## config.mk

```make
export PLATFORM = sky130hd
export DESIGN_NAME = slot_arbiter
export DESIGN_NICKNAME = d
export VERILOG_FILES = /design/src/rtl/slot_arb_pkg.sv /design/src/rtl/slot_timer.sv /design/src/rtl/slot_cpu_side.sv /design/src/rtl/slot_dma_side.sv /design/src/rtl/slot_mem_mux.sv /design/src/rtl/slot_arbiter.sv
export SDC_FILE = /design/constraint.sdc
export NUM_CORES = 1
export LEC_CHECK = 0
export BUFFER_PORTS_ARGS = -buffer_cell sky130_fd_sc_hd__buf_2
export CORE_MARGIN = 2
export CORE_UTILIZATION = 35
export CTS_CLUSTER_DIAMETER = 60
export DETAILED_ROUTE_END_ITERATION = 8
export MAX_ROUTING_LAYER = met4
export SYNTH_ARGS = -nofsm -noshare
export SYNTH_HDL_FRONTEND = slang
export SYNTH_HIERARCHICAL = 1
export SYNTH_SLANG_ARGS = --single-unit
```

## constraint.sdc

```tcl
create_clock -name clk -period 2 [get_ports clk]
set_input_delay 0.1 -clock clk [delete_from_list [all_inputs] [get_ports clk]]
set_output_delay 0.1 -clock clk [all_outputs]
set_load 0.02 [all_outputs]
```

## src/rtl/slot_arb_pkg.sv

```systemverilog
package slot_arb_pkg;

  typedef enum logic [1:0] {
    CPU_IDLE = 2'd0,
    CPU_ADDR = 2'd1,
    CPU_WAIT = 2'd2,
    CPU_XFER = 2'd3
  } cpu_phase_e;

  // Phase the CPU side moves to at a slot boundary.
  function automatic cpu_phase_e phase_next(cpu_phase_e cur, logic req, logic dma_claim);
    cpu_phase_e nxt;
    case (cur)
      CPU_IDLE: nxt = req ? CPU_ADDR : CPU_IDLE;
      CPU_ADDR,
      CPU_WAIT: nxt = dma_claim ? CPU_WAIT : CPU_XFER;
      default:  nxt = CPU_IDLE;
    endcase
    return nxt;
  endfunction

  // Cycles from the accepting strobe to the ready cycle.
  function automatic int unsigned access_latency(int unsigned slot_cycles, int unsigned waits);
    return (2 + waits) * slot_cycles + 1;
  endfunction

endpackage

```

## src/rtl/slot_timer.sv

```systemverilog
module slot_timer #(
  parameter int SLOT_CYCLES = 2
) (
  input  logic clk,
  input  logic rst_n,
  output logic slot_strobe
);
  localparam int CW = (SLOT_CYCLES > 1) ? $clog2(SLOT_CYCLES) : 1;
  localparam logic [CW-1:0] LAST = CW'(SLOT_CYCLES - 1);

  logic [CW-1:0] cyc_in_slot;

  always_ff @(posedge clk or negedge rst_n) begin
    if (!rst_n)                  cyc_in_slot <= '0;
    else if (cyc_in_slot == LAST) cyc_in_slot <= '0;
    else                         cyc_in_slot <= cyc_in_slot + 1'b1;
  end

  assign slot_strobe = (cyc_in_slot == LAST);
endmodule

```

## src/rtl/slot_cpu_side.sv

```systemverilog
module slot_cpu_side
  import slot_arb_pkg::*;
#(
  parameter int AW = 8,
  parameter int DW = 16
) (
  input  logic          clk,
  input  logic          rst_n,
  input  logic          slot_strobe,
  input  logic          cpu_req,
  input  logic          cpu_we,
  input  logic [AW-1:0] cpu_addr,
  input  logic [DW-1:0] cpu_wdata,
  input  logic          dma_req,
  input  logic [DW-1:0] mem_rdata,
  output cpu_phase_e    phase,
  output logic          cap_we,
  output logic [AW-1:0] cap_addr,
  output logic [DW-1:0] cap_wdata,
  output logic          cpu_ready,
  output logic [DW-1:0] cpu_rdata,
  output logic          cpu_wait,
  output logic          cpu_xfer
);
  logic accept;
  logic finish;

  assign accept = slot_strobe && (phase == CPU_IDLE) && cpu_req;
  assign finish = slot_strobe && (phase == CPU_XFER);

  always_ff @(posedge clk or negedge rst_n) begin
    if (!rst_n) begin
      phase     <= CPU_IDLE;
      cap_we    <= 1'b0;
      cap_addr  <= '0;
      cap_wdata <= '0;
      cpu_ready <= 1'b0;
      cpu_rdata <= '0;
    end else begin
      cpu_ready <= finish;
      if (slot_strobe) phase <= phase_next(phase, cpu_req, dma_req);
      if (accept) begin
        cap_we    <= cpu_we;
        cap_addr  <= cpu_addr;
        cap_wdata <= cpu_wdata;
      end
      if (finish && !cap_we) cpu_rdata <= mem_rdata;
    end
  end

  assign cpu_wait = (phase == CPU_WAIT);
  assign cpu_xfer = (phase == CPU_XFER);
endmodule

```

## src/rtl/slot_dma_side.sv

```systemverilog
module slot_dma_side #(
  parameter int AW = 8,
  parameter int DW = 16
) (
  input  logic          clk,
  input  logic          rst_n,
  input  logic          slot_strobe,
  input  logic          dma_req,
  input  logic          dma_we,
  input  logic [AW-1:0] dma_addr,
  input  logic [DW-1:0] dma_wdata,
  output logic          dma_gnt,
  output logic          g_we,
  output logic [AW-1:0] g_addr,
  output logic [DW-1:0] g_wdata
);
  always_ff @(posedge clk or negedge rst_n) begin
    if (!rst_n) begin
      dma_gnt <= 1'b0;
      g_we    <= 1'b0;
      g_addr  <= '0;
      g_wdata <= '0;
    end else if (slot_strobe) begin
      dma_gnt <= dma_req;
      if (dma_req) begin
        g_we    <= dma_we;
        g_addr  <= dma_addr;
        g_wdata <= dma_wdata;
      end
    end
  end
endmodule

```

## src/rtl/slot_mem_mux.sv

```systemverilog
module slot_mem_mux #(
  parameter int AW = 8,
  parameter int DW = 16
) (
  input  logic          dma_gnt,
  input  logic          g_we,
  input  logic [AW-1:0] g_addr,
  input  logic [DW-1:0] g_wdata,
  input  logic          cpu_xfer,
  input  logic          cap_we,
  input  logic [AW-1:0] cap_addr,
  input  logic [DW-1:0] cap_wdata,
  output logic          mem_en,
  output logic          mem_we,
  output logic [AW-1:0] mem_addr,
  output logic [DW-1:0] mem_wdata
);
  always_comb begin
    mem_en    = 1'b0;
    mem_we    = 1'b0;
    mem_addr  = '0;
    mem_wdata = '0;
    if (dma_gnt) begin
      mem_en    = 1'b1;
      mem_we    = g_we;
      mem_addr  = g_addr;
      mem_wdata = g_wdata;
    end else if (cpu_xfer) begin
      mem_en    = 1'b1;
      mem_we    = cap_we;
      mem_addr  = cap_addr;
      mem_wdata = cap_wdata;
    end
  end
endmodule

```

## src/rtl/slot_arbiter.sv

```systemverilog
module slot_arbiter
  import slot_arb_pkg::*;
#(
  parameter int SLOT_CYCLES = 2,
  parameter int AW          = 8,
  parameter int DW          = 16
) (
  input  logic          clk,
  input  logic          rst_n,
  input  logic          cpu_req,
  input  logic          cpu_we,
  input  logic [AW-1:0] cpu_addr,
  input  logic [DW-1:0] cpu_wdata,
  output logic [DW-1:0] cpu_rdata,
  output logic          cpu_ready,
  output logic          cpu_wait,
  input  logic          dma_req,
  input  logic          dma_we,
  input  logic [AW-1:0] dma_addr,
  input  logic [DW-1:0] dma_wdata,
  output logic          dma_gnt,
  output logic [DW-1:0] dma_rdata,
  output logic          mem_en,
  output logic          mem_we,
  output logic [AW-1:0] mem_addr,
  output logic [DW-1:0] mem_wdata,
  input  logic [DW-1:0] mem_rdata,
  output logic          slot_strobe
);
  cpu_phase_e    phase;
  logic          cap_we, cpu_xfer, g_we;
  logic [AW-1:0] cap_addr, g_addr;
  logic [DW-1:0] cap_wdata, g_wdata;

  slot_timer #(.SLOT_CYCLES(SLOT_CYCLES)) u_timer (
    .clk(clk), .rst_n(rst_n), .slot_strobe(slot_strobe)
  );

  slot_cpu_side #(.AW(AW), .DW(DW)) u_cpu (
    .clk(clk), .rst_n(rst_n), .slot_strobe(slot_strobe),
    .cpu_req(cpu_req), .cpu_we(cpu_we), .cpu_addr(cpu_addr), .cpu_wdata(cpu_wdata),
    .dma_req(dma_req), .mem_rdata(mem_rdata),
    .phase(phase), .cap_we(cap_we), .cap_addr(cap_addr), .cap_wdata(cap_wdata),
    .cpu_ready(cpu_ready), .cpu_rdata(cpu_rdata), .cpu_wait(cpu_wait), .cpu_xfer(cpu_xfer)
  );

  slot_dma_side #(.AW(AW), .DW(DW)) u_dma (
    .clk(clk), .rst_n(rst_n), .slot_strobe(slot_strobe),
    .dma_req(dma_req), .dma_we(dma_we), .dma_addr(dma_addr), .dma_wdata(dma_wdata),
    .dma_gnt(dma_gnt), .g_we(g_we), .g_addr(g_addr), .g_wdata(g_wdata)
  );

  slot_mem_mux #(.AW(AW), .DW(DW)) u_mux (
    .dma_gnt(dma_gnt), .g_we(g_we), .g_addr(g_addr), .g_wdata(g_wdata),
    .cpu_xfer(cpu_xfer), .cap_we(cap_we), .cap_addr(cap_addr), .cap_wdata(cap_wdata),
    .mem_en(mem_en), .mem_we(mem_we), .mem_addr(mem_addr), .mem_wdata(mem_wdata)
  );

  assign dma_rdata = mem_rdata;
endmodule

```

==> flow_metrics.env <==
export IMPL_synth_area_leaders="dfrtp_1 (55%), mux2_4 (13%), mux2_2 (13%), a22o_1 (6.2%), buf_4 (3.7%)"
export IMPL_drtIter0Drc=27
export IMPL_critical_path_cell_chain="ha_2, nor2b_4, a22o_1, buf_2"
export IMPL_place_detailed_hpwl_um=4910
export IMPL_pwr_share_seq_pct=40.2
export IMPL_final_nets=473
export IMPL_synthesis_area_um2=3250
export IMPL_crit_arrival_ps=1760
export IMPL_hold_ws_ps=128
export IMPL_busiest_layer="met2"
export IMPL_via_per_inst=4.70
export IMPL_crit_path_end="mem_wdata[9]"
export IMPL_drive_gt1_share_pct=55.2
export IMPL_path_buf_inv=1
export IMPL_fin_crit_sh_pct=92.8
export IMPL_critical_path_top_delay_family="simple AND/OR/NAND/NOR gates"
export IMPL_drv_slew=0
export IMPL_wl_per_cell_um=16.1
export IMPL_min_path_type="primary input to flip-flop"
export IMPL_end_kind="primary output"
export IMPL_met1_usage_pct=20.4
export IMPL_hold_violations=0
export IMPL_antenna_cells=0
export IMPL_internal_power_mw=3.71
export IMPL_die_w_um=100
export IMPL_slowest_stage="nor2b_4"
export IMPL_use_met3_pct=4.18
export IMPL_ff2ff_path_depth=5
export IMPL_combPwrFrac_pct=37.4
export IMPL_cts_tree="done"
export IMPL_cts_buffer_depth=2
export IMPL_worstSetupPathType="flip-flop to primary output"
export IMPL_fmax_mhz=539
export IMPL_synth_top_area_cell="dfrtp_1"
export IMPL_timing_setup_tns_ps=0
export IMPL_cts_root_buffer="clkbuf_8"
export IMPL_grt_use_met2_pct=27.7
export IMPL_dieArea_um2=10100
export IMPL_cts_max_level=3
export IMPL_grtUsageTotal_pct=17.0
export IMPL_ios=132
export IMPL_hold_path_depth=3
export IMPL_clkSlewWorstSetupHoldPaths_ps=70
export IMPL_routed_wl_um=8280
export IMPL_grt_start_max_net_pins=41
export IMPL_rr_endpoint="u_cpu/cap_wdata[8]"
export IMPL_ys_seq_area_share_pct=54.7
export IMPL_cpPeakStageDelay_ps=400
export IMPL_overflow=0
export IMPL_syn_inst=213
export IMPL_cts_num_sinks=71
export IMPL_start_util_pct=35.7
export IMPL_drc=0
export IMPL_status="completed"
export IMPL_power_leakage_nw=2.37
export IMPL_maxSlewHeadroom_pct=65.8
export IMPL_final_setup_viol_count=0
export IMPL_drtAntennaViolNets=0
export IMPL_cp_depth=4
export IMPL_ys_types=22
export IMPL_grt_pass1_wl_um=12600
export IMPL_synth_nets=286
export IMPL_yosys_warnings=6
export IMPL_synth_seq_cells=71
export IMPL_drv_cap=0
export IMPL_die_height_um=100
export IMPL_r2r_start="u_cpu/phase[0]"
export IMPL_layout_common_cells="buf_2 (130), dfrtp_1 (71), dlygate4sd3_1 (67), mux2_2 (37), mux2_4 (29)"
export IMPL_path_max_fanout=12
export IMPL_clkLatencyLatePin_ps=340
export IMPL_startpoint_type="flip-flop"
export IMPL_portBuffers=131
export IMPL_grt_antenna_before_repair=0
export IMPL_crit_start="u_cpu/phase[1]"
export IMPL_rrSetupSlack_ps=350
export IMPL_power_per_cell_area_nw_per_um2=1160
export IMPL_worst_slew_pin_transition_ps=512
export IMPL_grt_setup_unrepaired="false"
export IMPL_p_sw_mw=1.79
export IMPL_final_common_cell="buf_2"
export IMPL_dr_total_vias=2419
export IMPL_drt_pass1_iterations=4
export IMPL_ir_drop_mv=0.661
export IMPL_clkPwrFrac_pct=22.4
export IMPL_postSynthAreaPerCell_um2=15.3
export IMPL_area_growth_syn_to_layout_pct=46.4
export IMPL_rows=35
export IMPL_numCtsBuffers=9
export IMPL_coreArea_um2=9110
export IMPL_finalWorstPathRequiredPeriod_ps=1860
export IMPL_required_ps=1900
export IMPL_p_sw_share_pct=32.6
export IMPL_gp_congestion=0.733
export IMPL_grt_pass1_vias=2484
export IMPL_fin_worst_skew_ps=8.06
export IMPL_yosys_area_top_type_share_pct=54.7
## logic make-up (layout without fill, tap and decap cells)
| logic type | after synthesis | after routing | share of synthesized area (%) |
|---|---|---|---|
| compound gates | 29 | 29 | 7.24 |
| fa+ha+maj | 3 | 3 | 1.15 |
| buf+inv | 32 | 222 | 7.97 |
| flops | 71 | 71 | 54.7 |
| mux | 66 | 66 | 26.2 |
| simple gates | 12 | 13 | 2.77 |
## state kept, by name (all words and copies together) (netlist names)
register / cells
u_cpu/cpu_ready: 1
u_cpu/cap_addr: 8
u_cpu/cpu_rdata: 16
u_dma/dma_gnt: 1
u_dma/g_wdata: 16
u_dma/g_we: 1
u_timer/slot_strobe: 1
u_cpu/phase: 2
u_cpu/cap_wdata: 16
u_dma/g_addr: 8
u_cpu/cap_we: 1
## cell type report
cell class                      count  area (um2)
Fill cell                         782        4350
Sequential cell                    71        1780
Timing Repair Buffer              202        1380
Multi-Input combinational cell    111        1230
Tap cell                          111         139
Clock buffer                        9         124
Clock inverter                      6        86.3
Inverter                            5        18.8
## what timing repair did
action | CTS | global route
buffers inserted | 0 | 0
hold buffers | 67 | 0
resized for setup | 2 | 0
endpoints found under the hold margin | 97 | 0
setup endpoints to repair | 23 | 0
## cells in the mapped netlist
cell type	n
o21ai_1	2
and2_4	1
nor2b_4	1
nand2_1	5
buf_12	1
a22oi_1	1
o22ai_1	1
nand3_2	1
nand2_4	1
dfrtp_1	71
mux2_2	37
buf_6	8
buf_4	16
buf_2	2
or2b_1	1
inv_1	5
or2_1	1
o21ai_0	2
nand2b_4	1
a22o_1	23
mux2_4	29
ha_1	3
## worst min-delay path by stage
stage,slack [ps],to,start
final,130,u_cpu/phase[0],cpu_req
after CTS,110,u_cpu/phase[0],cpu_req
after floorplan,-200,u_cpu/cap_addr[0],rst_n
after global placement,70,u_dma/g_wdata[5],rst_n
after detailed placement,80,u_dma/g_wdata[7],rst_n
after global routing,140,u_cpu/phase[0],cpu_req
## worst register-to-register path, delay by kind of cell (launching register included)
family                     cells  cell delay [ps]
and+or+nand+nor                1              290
buffers and inverters          2              390
DFF                            1              390
muxes                          1              280
adders and majority gates      1              190
## power by group through the flow
stage	sequential, mW	combinational, mW	clock [mW]
4_1_cts	2.21	2.07	1.28
3_3_place_gp	2.22	1.90	0
5_1_grt	2.26	2.21	1.33
3_5_place_dp	2.24	1.93	0
2_1_floorplan	2.38	1.24	0
6_report	2.21	2.06	1.23
## per-stage QoR
| stage | util, % | std cells | cell area [um2] | setup slack, ps | power [mW] |
|---|---|---|---|---|---|
| detailed placement | 42.4 | 432 | 3860 | 267 | 4.17 |
| finish | 52.3 | 515 | 4760 | 144 | 5.50 |
| CTS | 52.3 | 515 | 4760 | 78.3 | 5.56 |
| global route | 52.3 | 515 | 4760 | 24.3 | 5.80 |
| global placement | 42.4 | 432 | 3860 | 326 | 4.12 |
| floorplan | - | 213 | 3250 | 458 | 3.62 |
## routing by layer
| layer | vias up | share of wire (%) |
|---|---|---|
| met4 | 0 | 1.7 |
| met3 | 12 | 6.1 |
| met1 | 1190 | 42 |
| li1 | 1120 | - |
| met5 | - | 0 |
| met2 | 97 | 50 |
(Power assumes the default switching activity.)
